==> config.mk <==
export PLATFORM = sky130hd
export DESIGN_NAME = idtree_scan
export DESIGN_NICKNAME = d
export VERILOG_FILES = /design/src/rtl/idtree_scan.sv
export SDC_FILE = /design/constraint.sdc
export NUM_CORES = 1
export LEC_CHECK = 0
export ABC_AREA = 1
export BUFFER_PORTS_ARGS = -buffer_cell sky130_fd_sc_hd__buf_4
export CAP_MARGIN = 20
export CORE_MARGIN = 3
export CORE_UTILIZATION = 30
export CTS_CLUSTER_SIZE = 10
export DETAILED_ROUTE_END_ITERATION = 10
export MAX_ROUTING_LAYER = met4
export PLACE_DENSITY = 0.42
export SLEW_MARGIN = 20
export SYNTH_ARGS = -nofsm -noshare
export SYNTH_HDL_FRONTEND = slang
export SYNTH_SLANG_ARGS = --single-unit
==> constraint.sdc <==
create_clock -name clk -period 2.9 [get_ports clk]
set_input_delay 0.87 -clock clk [delete_from_list [all_inputs] [get_ports clk]]
set_output_delay 0.87 -clock clk [all_outputs]
set_load 0.005 [all_outputs]
==> src/rtl/idtree_scan.sv <==
module idtree_scan #(
  parameter int ID_W = 64,
  parameter logic [7:0] SEARCH_CMD = 8'hF0,
  parameter logic [7:0] CRC_POLY_R = 8'h8C
) (
  input  logic            clk,
  input  logic            rst_n,
  input  logic            start,
  output logic            slot_req,
  output logic [1:0]      slot_kind,
  output logic            slot_wbit,
  input  logic            slot_done,
  input  logic            slot_rbit,
  output logic            id_valid,
  output logic [ID_W-1:0] id_value,
  output logic            id_crc_err,
  output logic            fin,
  output logic            fin_empty,
  output logic            fin_lost
);
  localparam int CW = $clog2(ID_W);
  localparam int PW = $clog2(ID_W + 1);
  localparam logic [1:0] K_RST = 2'd0, K_WR = 2'd1, K_RD = 2'd2;

  typedef enum logic [2:0] {S_IDLE, S_RST, S_CMD, S_RA, S_RB, S_WR} st_t;

  st_t            st;
  logic [CW-1:0]  cnt;
  logic [PW-1:0]  last_dis, last_zero;
  logic [ID_W-1:0] prev_id, cur_id;
  logic [7:0]     crc;
  logic           rd_a, wbit_q, dir;

  wire [PW-1:0] pos      = PW'(cnt) + PW'(1);
  wire          last_bit = cnt == CW'(ID_W - 1);
  wire          cmd_end  = cnt[2:0] == 3'd7;
  wire          disc     = rd_a == slot_rbit;
  wire [7:0]    crc_next = {1'b0, crc[7:1]} ^ ((crc[0] ^ wbit_q) ? CRC_POLY_R : 8'h00);

  always_comb begin
    if (!disc)                dir = rd_a;
    else if (pos < last_dis)  dir = prev_id[cnt];
    else                      dir = (pos == last_dis);
  end

  assign slot_req  = st != S_IDLE;
  assign slot_kind = (st == S_RST) ? K_RST : (st == S_CMD || st == S_WR) ? K_WR :
                     (st == S_RA || st == S_RB) ? K_RD : K_RST;
  assign slot_wbit = (st == S_CMD) ? SEARCH_CMD[cnt[2:0]] : (st == S_WR) ? wbit_q : 1'b0;

  always_ff @(posedge clk or negedge rst_n) begin
    if (!rst_n) begin
      st <= S_IDLE;  cnt <= '0;  last_dis <= '0;  last_zero <= '0;
      prev_id <= '0; cur_id <= '0; crc <= '0; rd_a <= 1'b0; wbit_q <= 1'b0;
      id_valid <= 1'b0; id_value <= '0; id_crc_err <= 1'b0;
      fin <= 1'b0; fin_empty <= 1'b0; fin_lost <= 1'b0;
    end else begin
      id_valid <= 1'b0;
      fin      <= 1'b0;
      case (st)
        S_IDLE: if (start) begin
          st <= S_RST; last_dis <= '0; prev_id <= '0;
          fin_empty <= 1'b0; fin_lost <= 1'b0;
        end
        S_RST: if (slot_done) begin
          if (!slot_rbit) begin
            st <= S_IDLE; fin <= 1'b1; fin_empty <= 1'b1;
          end else begin
            st <= S_CMD; cnt <= '0;
          end
        end
        S_CMD: if (slot_done) begin
          if (cmd_end) begin
            st <= S_RA; cnt <= '0; last_zero <= '0; crc <= '0;
          end else cnt <= cnt + 1'b1;
        end
        S_RA: if (slot_done) begin
          rd_a <= slot_rbit; st <= S_RB;
        end
        S_RB: if (slot_done) begin
          if (rd_a && slot_rbit) begin
            st <= S_IDLE; fin <= 1'b1; fin_lost <= 1'b1;
          end else begin
            wbit_q <= dir;
            if (disc && !dir) last_zero <= pos;
            st <= S_WR;
          end
        end
        S_WR: if (slot_done) begin
          cur_id[cnt] <= wbit_q;
          crc <= crc_next;
          if (last_bit) begin
            id_valid   <= 1'b1;
            id_value   <= {wbit_q, cur_id[ID_W-2:0]};
            prev_id    <= {wbit_q, cur_id[ID_W-2:0]};
            id_crc_err <= crc_next != 8'h00;
            last_dis   <= last_zero;
            if (last_zero == '0) begin
              fin <= 1'b1; st <= S_IDLE;
            end else st <= S_RST;
          end else begin
            cnt <= cnt + 1'b1; st <= S_RA;
          end
        end
        default: st <= S_IDLE;
      endcase
    end
  end

  p_slot_hold_r4: assert property (@(posedge clk) disable iff (!rst_n)
    slot_req && !slot_done |=> slot_req && $stable(slot_kind) && $stable(slot_wbit));
  p_empty_r3: assert property (@(posedge clk) disable iff (!rst_n)
    st == S_RST && slot_done && !slot_rbit |=> fin && fin_empty && !id_valid);
  p_abort_r6: assert property (@(posedge clk) disable iff (!rst_n)
    st == S_RB && slot_done && rd_a && slot_rbit |=> fin && fin_lost && !id_valid && !slot_req);
  p_take_one_r7: assert property (@(posedge clk) disable iff (!rst_n)
    st == S_RB && slot_done && !rd_a && !slot_rbit && pos == last_dis |=> slot_wbit);
  p_valid_pulse_r8: assert property (@(posedge clk) disable iff (!rst_n)
    id_valid |=> !id_valid);
  p_idle_at_fin_r10: assert property (@(posedge clk) disable iff (!rst_n)
    fin |-> !slot_req && (fin_empty || fin_lost || id_valid));
endmodule

### After elaboration in Yosys (flattened, before gate mapping)

Memories as Yosys holds them, arrays and structs flattened.
Cells that the tools add are included.

| word-level totals | value |
|---|---|
| ROM bits | 8 |
| register bits | 230 |
| output and inout bits | 73 |
| input bits | 5 |
| word-level logic and storage cells | 144 |
| memories | 1 |

Memory list:

| memory | words | width | read ports | clocked after Yosys merged registers in | write ports | line | source |
|---|---|---|---|---|---|---|---|
| (name not given) | 8 | 1 | 1 | 0 | 0 | 49 | `assign slot_wbit = (st == S_CMD) ? SEARCH_CMD[cnt[2:0]] : (st == S_WR) ? wbit_q : 1'b0;` |

| cells by class | value |
|---|---|
| multiplexer cells | 69 |
| add/sub/neg operators | 2 |
| eq/ne operators | 23 |
| reduce and logical (&&, ||, !) cells | 27 |
| order comparisons | 4 |
| bitwise gates (word level) | 3 |

Operator list:

| kind | count |
|---|---|
| two-way mux 64 bit | 3 |
| case mux 64 bit (2 select lines) | 1 |
| bitwise mux 64 bit | 1 |
| two-way mux 7 bit | 8 |
| two-way mux 6 bit | 6 |
| two-way mux 8 bit | 4 |
| case mux 7 bit (2 select lines) | 2 |
| two-way mux 3 bit | 9 |
| != test 2 bit, second input constant | 12 |
| two-way mux 1 bit | 23 |
| case mux 3 bit (6 select lines) | 1 |
| case mux 6 bit (3 select lines) | 1 |
| case mux 8 bit (2 select lines) | 1 |
| AND reduction 4 bit | 4 |
| AND reduction 6 bit | 2 |
| nonzero test 2 bit | 5 |
| equality test 3 bit, second input constant | 3 |
| two-way mux 2 bit | 4 |
| nonzero test 8 bit | 1 |
| XOR 7 x 8 -> 8 bit | 1 |
| adder 6 x 1 -> 7 bit, second input constant | 1 |
| equality test 7 bit | 1 |
| logical NOT 7 bit | 1 |
| less-than comparator 6 x 7 -> 1 bit, second input constant | 1 |
| other kinds (23) | 32 |

### Logic depth before layout (Yosys ltp)

| logic depth | value |
|---|---|
| depth in word-level cells | 10 |
| depth in mapped cells | 20 |

### Least setup slack after synthesis

No wires, ideal clock.

| path | value |
|---|---|
| kind | register to register |
| from | register cnt[0] |
| to | register last_zero[0] |
| path buffers | 2 |
| arrival time | 2.420 ns |
| data required time | 2.834 ns |
| cell stages (with the launch flop) | 20 |
| slack | 0.414 ns |
| period minus slack after synthesis | 2.486 ns |
| cells stage by stage | dfrtp_1 -> buf_2 -> inv_2 -> buf_4 -> nor2_1 -> inv_1 -> nor2_1 -> o221ai_1 -> inv_1 -> ha_1 -> nand4_1 -> a21oi_1 -> nor2_1 -> nor3_1 -> nor2_1 -> nand2_1 -> nand2_1 -> nand2_2 -> nand2_1 -> nand2_1 |

| on the way | value |
|---|---|
| cells in the longest elaborated chain, start to end | 8 |
| elaborated cells between the ends (all ways) | 17 |

RTL lines:

| item | line | source |
|---|---|---|
| from (decl) | 28 | `logic [CW-1:0] cnt;` |
| from (signal assigned) | 75 | `end else cnt <= cnt + 1'b1;` |
| adder 6 x 1 -> 7 bit or binary-select mux 1 bit (select 6 bit) (tied branches) | 34, 42 |  |
| less-than comparator 7 bit (tied with other cells) | 42 | `else if (pos < last_dis) dir = prev_id[cnt];` |
| two-way mux 1 bit | 42 |  |
| two-way mux 1 bit | 41 | `if (!disc) dir = rd_a;` |
| logical NOT 1 bit | 85 | `if (disc && !dir) last_zero <= pos;` |
| logical AND 1 bit | 85 |  |
| != test 2 x 1 -> 1 bit (no line) | -- |  |
| AND reduction 6 bit (no line) | -- |  |
| to (signal assigned) | 85 |  |
| to (decl) | 29 | `logic [PW-1:0] last_dis, last_zero;` |

Several ways; a longest one is shown, not always the timed one. The select of a mux whose other input is x is not followed.
A chain may end at the register's enable or synchronous reset.

### Worst setup path after layout

| path | value |
|---|---|
| from | register st[2] |
| to | output port slot_wbit |

| on the way | value |
|---|---|
| cells in the longest elaborated chain, start to end | 3 |
| elaborated cells between the ends (all ways) | 4 |

RTL lines:

| item | line | source |
|---|---|---|
| from (decl) | 27 | `st_t st;` |
| from (signal assigned) | 53 | `st <= S_IDLE; cnt <= '0; last_dis <= '0; last_zero <= '0;` |
| from (signal assigned) | 62 | `st <= S_RST; last_dis <= '0; prev_id <= '0;` |
| from (signal assigned) | 67 | `st <= S_IDLE; fin <= 1'b1; fin_empty <= 1'b1;` |
| equality test 3 bit | 49 |  |
| two-way mux 1 bit | 49 |  |
| two-way mux 1 bit (*) | 49 |  |
| to (decl) | 11 | `output logic slot_wbit,` |

Mark *: on every way between the ends. The rest lies on a longest branch, timed or not.

==> impl_results.md <==
* Clock Pin Slew Worst Setup and Hold Paths at 60 ps
* Area growth syn-to-layout at 21.4%
* Hold Vio Cnt, Final at 0
* Largest net degree at the start of global routing at 129
* Yosys reg bits at 229
* First-pass GRT wire length at roughly 45 mm
* N_diodes at 0
* I/O Buffers at just under 80
* GP Congestion at between 0.8 and 0.9
* Hold Slack at 267 ps
* Worst Skew at ~21 ps
* DRT iter0 DRCs at 437
* Met3 usage at 0.0218
* Post-layout nets at 1,254
* Worst Path Required at about 2000 ps
* Slowest stage delay, CP at between 400 and 500 ps
* Post-route ant nets at 0
* CP Cell Sequence: inv_2, nor2_2, inv_2, nor2_8, inv_2, o22ai_1, buf_4
* Endpoint type of the worst setup path: output pin
* Routed len/inst at 16.5 um
* GRT overflow at 0
* HPWL Detailed at around 19 mm
* Met1 Usage GRT at 0.226
* Die area at around 35,000 um2
* Number of unique standard cell types used by synthesis at 38
* Commonest register cell after synthesis: dfrtp_1
* Vias after detailed routing at 7,763
* Post-Syn Nets at roughly 1,200
* Fin crit share at 0.927
* Total track usage at 0.164
* Post-synthesis sequential area ratio at 0.575
* Syn_area_per_cell at between 8 and 9 um2
* Layout cells sized above 1 at 0.147
* Tmin final at roughly 2700 ps
* Horiz. Die Dim at about 190 um
* Measured slew at the worst slew-check pin at ~850 ps
* Ys Warns at 0
* Final Setup Violations at 0
* Die Y-Extent at around 190 um
* Peak VDD IR at approximately 0.50 mV
* Arrival time at the worst endpoint at between 1500 and 2000 ps
* Vias in the first global route at around 7,800
* DRT Wirelength at around 28 mm
* IO Pins at about 80
* Clock buffer depth at 3
* Initial Util at 0.305
* Placement Rows at between 60 and 70
* Synth async-reset ratio at 1.00
* Slowest cell on crit path: dfrtp_1
* Critical path class: register to output pin
* Power Dens Cells at between 800 and 900 nW/um2
* Setup repair after global routing missed its margin: false
* Initial antenna violation count at 0
* Startpoint Class: register
* Via density at 4.59
* Sink Count at 229
* Cell area after synthesis at between 9000 and 10,000 um2
* Number of enable flip-flop cells after synthesis at 0
* Status: completed
* GR Util met2 at 0.261
* Root buf cell: clkbuf_16
* Final Power at slightly below 10,000 uW
* GRT busiest layer: met2
* Post-synthesis cell count at approximately 1,100
* Number of remaining DRC errors at 0
* Drt pass-1 iters at 4
* Hold crit path type: primary input to asynchronous set/reset pin
* Leakage at 0.00568 uW
* Fmax at 0.372 GHz
* CP max FO at 6
* Max-cap check violation count at 0
* TritonCTS clock tree: done
* Slew HR at 0.431
* Core outline area at 32,600 um2
* Htree depth at 1
* Max-slew violations at 0
* Worst-Skew Late Latency at between 500 and 600 ps
* Crit path top cell by count: inv_2
* Setup tns final at 0 ps
* CTS buffer count at 28
## power by group
part	switching (uW)	total (uW)	internal, uW
logic	1770	2720	951
registers	263	3890	3630
clock network	1300	3140	1840
## per-stage QoR
stage          instances   util  instance area, um2  setup WS [ps]
6_report            1691  0.371               12100            211
5_1_grt             1691  0.371               12100           2.22
4_1_cts             1687  0.369               12000            105
3_5_place_dp        1647  0.345               11200            187
3_3_place_gp        1647  0.345               11200            277
2_1_floorplan       1137      -                9960            414
## synth_stat cells, types with 2 or more instances
cell type | instances | share of area
dfrtp_1 | 229 | 0.58
inv_1 | 183 | 0.069
nand2_1 | 175 | 0.066
nor2_1 | 141 | 0.053
o22ai_1 | 74 | 0.046
a21oi_1 | 71 | 0.036
o21ai_0 | 68 | 0.034
nand3_1 | 46 | 0.023
o21ai_1 | 28 | 0.014
clkbuf_1 | 22 | 0.0083
buf_2 | 17 | 0.0085
o211ai_1 | 14 | 0.011
a31oi_1 | 11 | 0.0069
ha_1 | 10 | 0.013
inv_2 | 7 | 0.0026
nor2_2 | 5 | 0.0031
nor3_1 | 5 | 0.0025
buf_4 | 4 | 0.0030
nor2_4 | 3 | 0.0034
buf_6 | 2 | 0.0023
nand2_2 | 2 | 0.0013
nand4_1 | 2 | 0.0013
nor4_1 | 2 | 0.0013
xor2_1 | 2 | 0.0018
## placed cells by master, fill, tap and decap left out, drive strengths merged
cell	synthesis	layout
a211oi	1	1
a21oi	72	72
a31oi	11	11
buf	23	117
clkbuf	22	37
clkinv	1	3
clkinvlp	0	2
dfrtp	229	229
ha	10	10
inv	190	189
mux2	1	1
nand2	177	177
nand3	47	47
nand3b	1	1
nand4	2	2
nor2	150	150
nor3	6	6
nor4	2	2
o2111a	1	1
o2111ai	1	1
o211ai	14	14
o21ai	96	96
o221ai	1	1
o22ai	74	74
o32ai	1	1
or2	1	1
xnor2	1	1
xor2	2	2
## critical path, delay by kind of cell, from the launching register on
kind | cells | cell delay, ps
simple gates | 2 | 250
compound gates | 1 | 200
flops | 1 | 420
buf+inv | 4 | 410
## logic make-up after synthesis
group	after synthesis	synth area share
buffers and inverters	236	0.0941
adder cells (fa/ha/maj)	10	0.0126
flip-flops	229	0.575
XOR/XNOR	3	0.00264
AND/OR/NAND/NOR	386	0.160
multiplexers	1	0.00113
AO/OA/AOI/OAI	272	0.154
## per-layer routing
layer,share of wire,vias up
met1,0.48,3704
met5,0,-
met3,0.030,48
met4,0.022,0
met2,0.47,119
li1,-,3892
## what timing repair did
item                                    in CTS  in global routing
endpoints found under the setup margin       0                  9
hold buffers                                 0                  0
setup buffers                                0                  4
resized for setup                            0                  7
## worst paths after layout
kind | from | endpoint | slack, ps | cells past startpoint
min reg2reg | id_value[50] | id_value[50] | 480 | 2
max reg2reg | cnt[5] | last_zero[2] | 340 | 16
min in group clk | id_value[50] | id_value[50] | 480 | 2
max | st[2] | slot_wbit | 210 | 7
min | rst_n | cur_id[60] | 270 | 1
max in group asynchronous | rst_n | last_zero[5] | 1880 | 2
## flip-flops by register name (all words and copies together), names as in the netlist
signal      flops
cur_id         63
wbit_q          1
id_crc_err      1
prev_id        64
fin_empty       1
st              3
last_dis        7
fin_lost        1
rd_a            1
crc             8
last_zero       7
cnt             6
id_valid        1
id_value       64
fin             1
## layout make-up
cell class	instances	area, um2
Clock buffer	37	774
Fill cell	3402	20500
Timing Repair Buffer	117	973
Inverter	191	722
Multi-Input combinational cell	672	3310
Sequential cell	229	5740
Clock inverter	3	28.8
Tap cell	442	553
Power figures use the tool's default switching activity.
